`config.mk`:
```
export PLATFORM = sky130hd
export DESIGN_NAME = codec_cmd_framer
export DESIGN_NICKNAME = d
export VERILOG_FILES = /design/src/rtl/codec_frame_pkg.sv /design/src/rtl/codec_period_div.sv /design/src/rtl/codec_frame_seq.sv /design/src/rtl/codec_cmd_framer.sv
export SDC_FILE = /design/constraint.sdc
export NUM_CORES = 1
export LEC_CHECK = 0
export ABC_AREA = 1
export BUFFER_PORTS_ARGS = -buffer_cell sky130_fd_sc_hd__buf_2
export CAP_MARGIN = 20
export CORE_MARGIN = 8
export CORE_UTILIZATION = 23
export CTS_CLUSTER_DIAMETER = 80
export DETAILED_ROUTE_END_ITERATION = 12
export PLACE_DENSITY_LB_ADDON = 0.25
export SETUP_SLACK_MARGIN = 0.15
export SYNTH_ARGS = -nofsm -noshare
export SYNTH_HDL_FRONTEND = slang
export SYNTH_SLANG_ARGS = --single-unit
```
`constraint.sdc`:
```
create_clock -name clk -period 4.2 [get_ports clk]
set_clock_uncertainty 0.2 [all_clocks]
set_input_delay 0.84 -clock clk [delete_from_list [all_inputs] [get_ports clk]]
set_output_delay 0.84 -clock clk [all_outputs]
set_load 0.05 [all_outputs]
```
`src/rtl/codec_frame_pkg.sv`:
```
package codec_frame_pkg;

    typedef enum logic [1:0] {
        CMD_BASE      = 2'b00,
        CMD_LONGER    = 2'b01,
        CMD_SHORTER   = 2'b10,
        CMD_SECONDARY = 2'b11
    } cmd_e;

    typedef enum logic [1:0] {
        ADJ_NONE = 2'd0,
        ADJ_ADD  = 2'd1,
        ADJ_SUB  = 2'd2
    } adj_e;

    typedef enum logic [1:0] {
        SQ_IDLE = 2'd0,
        SQ_PRI  = 2'd1,
        SQ_GAP  = 2'd2,
        SQ_SEC  = 2'd3
    } seq_e;

    function automatic adj_e adj_of_cmd(input cmd_e c);
        case (c)
            CMD_LONGER:  return ADJ_ADD;
            CMD_SHORTER: return ADJ_SUB;
            default:     return ADJ_NONE;
        endcase
    endfunction

endpackage

```
`src/rtl/codec_period_div.sv`:
```
module codec_period_div
    import codec_frame_pkg::*;
#(
    parameter int CNT_W = 12
) (
    input  logic                    clk,
    input  logic                    rst,
    input  logic [CNT_W-1:0]        base,
    input  logic signed [CNT_W-1:0] adj,
    input  logic                    cmd_valid,
    input  cmd_e                    cmd,
    output logic                    tick
);
    localparam int SUM_W = CNT_W + 2;
    localparam logic signed [SUM_W-1:0] ONE_S = SUM_W'(1);
    localparam logic signed [SUM_W-1:0] MAX_S = {2'b00, {CNT_W{1'b1}}};

    logic [CNT_W-1:0]        cnt;
    adj_e                    pend;
    logic signed [SUM_W-1:0] base_s, adj_s, sum_s;
    logic [CNT_W-1:0]        load;

    always_comb begin
        base_s = $signed({2'b00, base});
        adj_s  = $signed({{2{adj[CNT_W-1]}}, adj});
        case (pend)
            ADJ_ADD: sum_s = base_s + adj_s;
            ADJ_SUB: sum_s = base_s - adj_s;
            default: sum_s = base_s;
        endcase
        if (sum_s < ONE_S)      load = CNT_W'(1);
        else if (sum_s > MAX_S) load = {CNT_W{1'b1}};
        else                    load = sum_s[CNT_W-1:0];
    end

    assign tick = (cnt == '0);

    always_ff @(posedge clk) begin
        if (rst) begin
            cnt  <= CNT_W'(1);
            pend <= ADJ_NONE;
        end else if (tick) begin
            cnt  <= load - CNT_W'(1);
            pend <= cmd_valid ? adj_of_cmd(cmd) : ADJ_NONE;
        end else begin
            cnt <= cnt - CNT_W'(1);
            if (cmd_valid) pend <= adj_of_cmd(cmd);
        end
    end
endmodule

```
`src/rtl/codec_frame_seq.sv`:
```
module codec_frame_seq
    import codec_frame_pkg::*;
#(
    parameter int WORD_W     = 16,
    parameter int GAP_SHIFTS = 4
) (
    input  logic              clk,
    input  logic              rst,
    input  logic              shift_en,
    input  logic              sdi,
    input  logic              start_tick,
    output logic              in_pri,
    output logic              in_sec,
    output logic              pri_last,
    output logic              sec_last,
    output logic [WORD_W-1:0] cap_word,
    output logic              overlap
);
    localparam int BIT_W = $clog2(WORD_W);
    localparam int GAP_W = $clog2(GAP_SHIFTS + 1);
    localparam logic [BIT_W-1:0] LAST_BIT = BIT_W'(WORD_W - 1);
    localparam logic [GAP_W-1:0] LAST_GAP = GAP_W'(GAP_SHIFTS - 1);

    seq_e              state;
    logic [BIT_W-1:0]  bit_cnt;
    logic [GAP_W-1:0]  gap_cnt;
    logic [WORD_W-2:0] shreg;
    logic              req;

    assign in_pri   = (state == SQ_PRI);
    assign in_sec   = (state == SQ_SEC);
    assign cap_word = {shreg, sdi};
    assign pri_last = in_pri && shift_en && (bit_cnt == LAST_BIT);
    assign sec_last = in_sec && shift_en && (bit_cnt == LAST_BIT);

    always_ff @(posedge clk) begin
        if (rst) begin
            state   <= SQ_IDLE;
            bit_cnt <= '0;
            gap_cnt <= '0;
            shreg   <= '0;
            req     <= 1'b0;
            overlap <= 1'b0;
        end else begin
            overlap <= 1'b0;
            if (start_tick) begin
                if (state == SQ_IDLE) req <= 1'b1;
                else if (state == SQ_GAP || state == SQ_SEC) overlap <= 1'b1;
            end
            case (state)
                SQ_IDLE: if ((req || start_tick) && shift_en) begin
                    state   <= SQ_PRI;
                    bit_cnt <= '0;
                    req     <= 1'b0;
                end
                SQ_PRI, SQ_SEC: if (shift_en) begin
                    shreg <= cap_word[WORD_W-2:0];
                    if (bit_cnt == LAST_BIT) begin
                        bit_cnt <= '0;
                        gap_cnt <= '0;
                        if (in_pri && cmd_e'(cap_word[1:0]) == CMD_SECONDARY)
                            state <= SQ_GAP;
                        else
                            state <= SQ_IDLE;
                    end else begin
                        bit_cnt <= bit_cnt + BIT_W'(1);
                    end
                end
                SQ_GAP: if (shift_en) begin
                    if (gap_cnt == LAST_GAP) state <= SQ_SEC;
                    else gap_cnt <= gap_cnt + GAP_W'(1);
                end
                default: state <= SQ_IDLE;
            endcase
        end
    end
endmodule

```
`src/rtl/codec_cmd_framer.sv`:
```
module codec_cmd_framer
    import codec_frame_pkg::*;
#(
    parameter int CNT_W      = 12,
    parameter int WORD_W     = 16,
    parameter int GAP_SHIFTS = 4
) (
    input  logic                    clk,
    input  logic                    rst,
    input  logic                    shift_en,
    input  logic                    sdi,
    input  logic                    dual_mode,
    input  logic                    rx_sdi,
    input  logic [CNT_W-1:0]        base_tx,
    input  logic signed [CNT_W-1:0] adj_tx,
    input  logic [CNT_W-1:0]        base_rx,
    input  logic signed [CNT_W-1:0] adj_rx,
    output logic                    tx_fs_n,
    output logic                    rx_fs_n,
    output logic                    fsd_n,
    output logic                    sdo,
    output logic                    tx_tick,
    output logic                    rx_tick,
    output logic [WORD_W-3:0]       dac_word,
    output logic                    dac_valid,
    output logic [WORD_W-1:0]       sec_word,
    output logic                    sec_valid,
    output logic                    err_overlap
);
    localparam int N_SIDES = 2;
    localparam int DAC_W   = WORD_W - 2;

    logic              in_pri, in_sec, pri_last, sec_last;
    logic [WORD_W-1:0] cap_word;
    logic [CNT_W-1:0]        base_arr [N_SIDES];
    logic signed [CNT_W-1:0] adj_arr  [N_SIDES];
    logic [N_SIDES-1:0]      tick_arr;

    assign base_arr[0] = base_tx;
    assign base_arr[1] = base_rx;
    assign adj_arr[0]  = adj_tx;
    assign adj_arr[1]  = adj_rx;
    assign tx_tick     = tick_arr[0];
    assign rx_tick     = tick_arr[1];

    generate
        for (genvar g = 0; g < N_SIDES; g++) begin : g_div
            codec_period_div #(.CNT_W(CNT_W)) u_div (
                .clk       (clk),
                .rst       (rst),
                .base      (base_arr[g]),
                .adj       (adj_arr[g]),
                .cmd_valid (pri_last),
                .cmd       (cmd_e'(cap_word[1:0])),
                .tick      (tick_arr[g])
            );
        end
    endgenerate

    codec_frame_seq #(.WORD_W(WORD_W), .GAP_SHIFTS(GAP_SHIFTS)) u_seq (
        .clk        (clk),
        .rst        (rst),
        .shift_en   (shift_en),
        .sdi        (sdi),
        .start_tick (tick_arr[0]),
        .in_pri     (in_pri),
        .in_sec     (in_sec),
        .pri_last   (pri_last),
        .sec_last   (sec_last),
        .cap_word   (cap_word),
        .overlap    (err_overlap)
    );

    assign tx_fs_n = !(in_pri || in_sec);
    assign rx_fs_n = !in_pri;
    assign fsd_n   = !(dual_mode && in_sec);
    assign sdo     = (dual_mode && in_sec) ? rx_sdi : 1'b0;

    always_ff @(posedge clk) begin
        if (rst) begin
            dac_word  <= '0;
            dac_valid <= 1'b0;
            sec_word  <= '0;
            sec_valid <= 1'b0;
        end else begin
            dac_valid <= pri_last;
            sec_valid <= sec_last;
            if (pri_last) dac_word <= cap_word[WORD_W-1:WORD_W-DAC_W];
            if (sec_last) sec_word <= cap_word;
        end
    end
endmodule

```
==> results by stage <==
Placement:
- The cell count after placement is 1601.
- After legalization and detailed placement, the total HPWL measured 15.32 mm.
- In this run the tool buffered the top-level ports with 92 buffer cells.
- Prior to clock tree synthesis, the placed netlist has a worst setup slack of -546.0 ps.
- The global placer's final weighted congestion is 0.8240.
- The post-placement cell area is 0.008104 sq mm.

Timing:
- The count of final setup violators is 0.
- Setup repair after global routing could not meet its margin everywhere.
- The smallest clock period supported by the final layout is computed as 4006 ps.
- The setup slack of the critical path after layout is 194.1 ps.
- The number of hold-slack violations in the final timing report came to 0.
- The top achievable clock speed is 0.2496 GHz.
- Measured against its own limit, the worst slew margin works out to 59.07%.
- The max-slew violation count is 0.
- The final worst-path cycle share is 95.38%.
- For the pin with the worst max-slew slack, the measured transition is 610.2 ps.

Global route:
- The total grt overflow is 0.
- Entering global routing, the biggest net connects 31 pins.
- The number of global-route vias before repair is 7132.
- The number of antenna violations at the first check in global routing is 0.
- The global routing usage summed across all routing layers is 11.88%.
- The first global-routing pass estimated 33.33 mm of wire.

Synth:
- The number of nets handed over by synthesis was 1135.
- The cell area after synthesis is 0.006404 sq mm.
- Dividing the synthesized area by the synthesized cell count gives 6.122 sq um.
- The number of enable-type register cells in the synthesized netlist is 0.
- Synthesis instantiated 47 different standard cells from the library.
- For this run, the register share of the synthesized area comes to 26.89%.
- The register bit total from synthesis is 86.
- The async set-reset flop share out of synthesis is 0%.
- The count of synthesis-stage warnings from yosys is 0.
- The gate count of the mapped netlist is 1046.
- The most frequently used flop master after synthesis is sky130_fd_sc_hd__dfxtp_1.

Floorplanning:
- The effective utilization at floorplan is 23.18%.
- The die covers 0.03344 sq mm.
- The cell row count is 61.
- The die is 182.9 um wide.
- The core region is 0.02763 sq mm.
- The number of primary I/O pins is 93.
- The die is 182.9 um tall.

CTS:
- TritonCTS built the clock tree.
- The root buffer cell chosen for the clock tree is sky130_fd_sc_hd__clkbuf_16.
- The clock drives 86 sinks.
- The number of buffers added by the clock tree synthesis step is 9.
- The H-tree was split into 3 levels.
- The later-pin clock latency in the skew report is 340 ps.
- The clock edge transition at the registers on the reported setup and hold paths is 60 ps.
- The maximum count of clock buffers along a single path is 2.

Layout:
- The commonest non-fill, non-tap cell in the layout is sky130_fd_sc_hd__nand2_1.
- The share of cells above drive strength 1 is 35.64%.
- After the last flow step, the layout net total stands at 1341.
- The share of the core filled with cells in the final layout is 34.03%.
- The area occupied by registers is 0.001722 sq mm.
- The number of antenna diodes is 0.
- In the layout the commonest cells are 185 x sky130_fd_sc_hd__nand2_1, 146 x sky130_fd_sc_hd__nor2_1, 135 x sky130_fd_sc_hd__inv_1, 125 x sky130_fd_sc_hd__buf_4, 88 x sky130_fd_sc_hd__buf_2.
- The filler cells instantiated in the layout total 3057.
- The count of cells in the finished layout, fillers not included, comes to 1635.
- The layout overhead on the synthesized area is 46.83%.
- The cell area after layout is 0.009403 sq mm.
- The area taken by multi-input logic gates is 0.004753 sq mm.

Power:
- The worst vdd rail ir drop is 0.1956 mV.
- The cell area power density is 374.6 mW/mm^2.
- In this run the static leakage power is 4.628 nW.

Critical path:
- For the worst setup path, the data arrival time is 4040 ps.
- The depth of the worst register-to-register path is 28.
- STA classifies the critical path endpoint as a register.
- The worst register-to-register path ends at g_div[0].u_div.cnt[10]$_SDFF_PP0_.
- The required time of the worst setup path is 4240 ps.
- The register-to-register setup slack is 360 ps.
- On the worst path, the slowest cell contributes a delay of 290 ps.
- The setup path with the least slack is of type input pin to register.
- The most numerous cell on the critical path is sky130_fd_sc_hd__nand2_2.
- The maximum net fanout on the critical path is 5.
- The worst setup path is launched from an input pin.
- The largest individual stage delay along the critical path comes from the cell sky130_fd_sc_hd__ha_4.
- The launch point of the worst reg-to-reg path is g_div[0].u_div.pend[0]$_SDFFE_PP0P_.

Drt:
- For this run, the detailed router's first-pass iteration total came to 4.
- In this run, the number of DRC markers left after iteration 0 of detailed routing was 304.
- The detail-routed net length per standard cell is 12.32 um.
- The via count of the routed design is 7053.
- After detailed routing, the number of remaining DRC violations is 0.
- The per-cell via count in the routed design is 4.314.
- Summed over all layers, the routed wires come to 20.14 mm.
- In this run the remaining antenna-violating nets after routing total 0.

Min path:
- The worst hold path was traced through 2 stages.
- For hold timing, the worst endpoint is u_seq.gap_cnt[2]$_SDFFE_PP0P_.
- The source of the worst hold timing path is u_seq.gap_cnt[2]$_SDFFE_PP0P_.
- The class of the tightest hold or removal check is register to register.

Run:
- The count of max-cap constraint violations is 0.

Status:
- The run finished with clean final reports.
## layout make-up
cell class	count	area share [%]
Inverter	161	6.613
Multi-Input combinational cell	769	50.55
Sequential cell	86	18.31
Clock inverter	6	0.7718
Tap cell	378	5.030
Clock buffer	10	2.542
Timing Repair Buffer	225	16.18
## critical path, delay by kind of cell
family / cells / cell delay, ps
adders and majority gates: 2 / 420
AOI/OAI and AO/OA: 2 / 190
xor gates and xnor gates: 1 / 150
buffers and inverters: 7 / 740
and+or+nand+nor: 17 / 1680
## logic make-up after synthesis
group,count (synthesis),synth area share (%)
xor gates and xnor gates,20,2.735
adders and majority gates,35,7.073
buffers and inverters,191,11.84
and+or+nand+nor,563,38.63
DFF,86,26.89
AOI/OAI and AO/OA,151,12.84
## synth_stat cells (6+ instances only)
cell type | instances | share of area (%)
sky130_fd_sc_hd__nand2_1 | 232 | 14
sky130_fd_sc_hd__nor2_1 | 174 | 10
sky130_fd_sc_hd__inv_1 | 152 | 8.9
sky130_fd_sc_hd__dfxtp_1 | 86 | 27
sky130_fd_sc_hd__o21ai_0 | 77 | 6.0
sky130_fd_sc_hd__nand3_1 | 73 | 5.7
sky130_fd_sc_hd__a21oi_1 | 48 | 3.8
sky130_fd_sc_hd__ha_1 | 33 | 6.4
sky130_fd_sc_hd__nand4_1 | 23 | 2.2
sky130_fd_sc_hd__clkbuf_1 | 17 | 1.0
sky130_fd_sc_hd__xor2_1 | 14 | 1.9
sky130_fd_sc_hd__nor3_1 | 13 | 1.0
sky130_fd_sc_hd__inv_2 | 8 | 0.47
sky130_fd_sc_hd__nand2_2 | 7 | 0.68
sky130_fd_sc_hd__nand3_2 | 7 | 1.1
sky130_fd_sc_hd__nor2_2 | 7 | 0.68
sky130_fd_sc_hd__buf_2 | 6 | 0.47
sky130_fd_sc_hd__xnor2_1 | 6 | 0.82
## worst max path at each step
stage / startpoint / to / slack (ps) / depth (start not counted)
floorplan: adj_tx[0] / g_div[0].u_div.cnt[8]$_SDFF_PP0_ / 150 / 31
global placement: adj_tx[1] / g_div[0].u_div.cnt[8]$_SDFF_PP0_ / -500 / 26
detailed placement: adj_tx[1] / g_div[0].u_div.cnt[8]$_SDFF_PP0_ / -550 / 26
CTS: adj_tx[2] / g_div[0].u_div.cnt[8]$_SDFF_PP0_ / 150 / 28
global route: adj_tx[5] / g_div[0].u_div.cnt[8]$_SDFF_PP0_ / -120 / 25
finish: adj_tx[1] / g_div[0].u_div.cnt[5]$_SDFF_PP0_ / 190 / 29
## through the flow
stage / TNS (ps) / power (mW) / hold slack [ps]
after global routing: -631.1 / 3.804 / 282.4
final: 0 / 3.522 / 271.9
after detailed placement: -6706 / 2.387 / 262.4
after CTS: 0 / 3.298 / 272.2
after floorplan: 0 / 1.902 / 235.5
after global placement: -6285 / 2.385 / 249.4
## per-layer routing
layer  share of wire [%]  vias to the layer above  GRT usage, %
met3                 2.1                       21         2.058
li1                    -                     3750             -
met2                  50                       75         21.57
met1                  47                     3207         14.31
met5                   0                        -             0
met4                 1.3                        0         2.928
## state kept, by name, indices dropped and copies added (netlist names), named ones only
signal,cells
dac_valid,1
dac_word,14
g_div.u_div.cnt,24
g_div.u_div.pend,4
sec_valid,1
sec_word,16
u_seq.bit_cnt,4
u_seq.gap_cnt,3
u_seq.overlap,1
u_seq.req,1
u_seq.shreg,15
u_seq.state,1
## report_power, final
group | internal (mW) | leakage, nW | switching (mW) | total, mW
clock network | 0.486 | 0.151 | 0.355 | 0.841
logic | 0.725 | 3.78 | 0.989 | 1.71
registers | 0.913 | 0.697 | 0.0547 | 0.968
total | 2.12 | 4.63 | 1.40 | 3.52
## what timing repair did
item / 4_1_cts / 5_1_grt
gates cloned: 0 / 1
buffers inserted: 5 / 12
hold buffers: 0 / 0
resized for setup: 50 / 184
setup endpoints to repair: 14 / 22
hold endpoints to repair: 0 / 0
pin swaps: 23 / 84
Note: power is estimated with default switching activity, not from simulation.
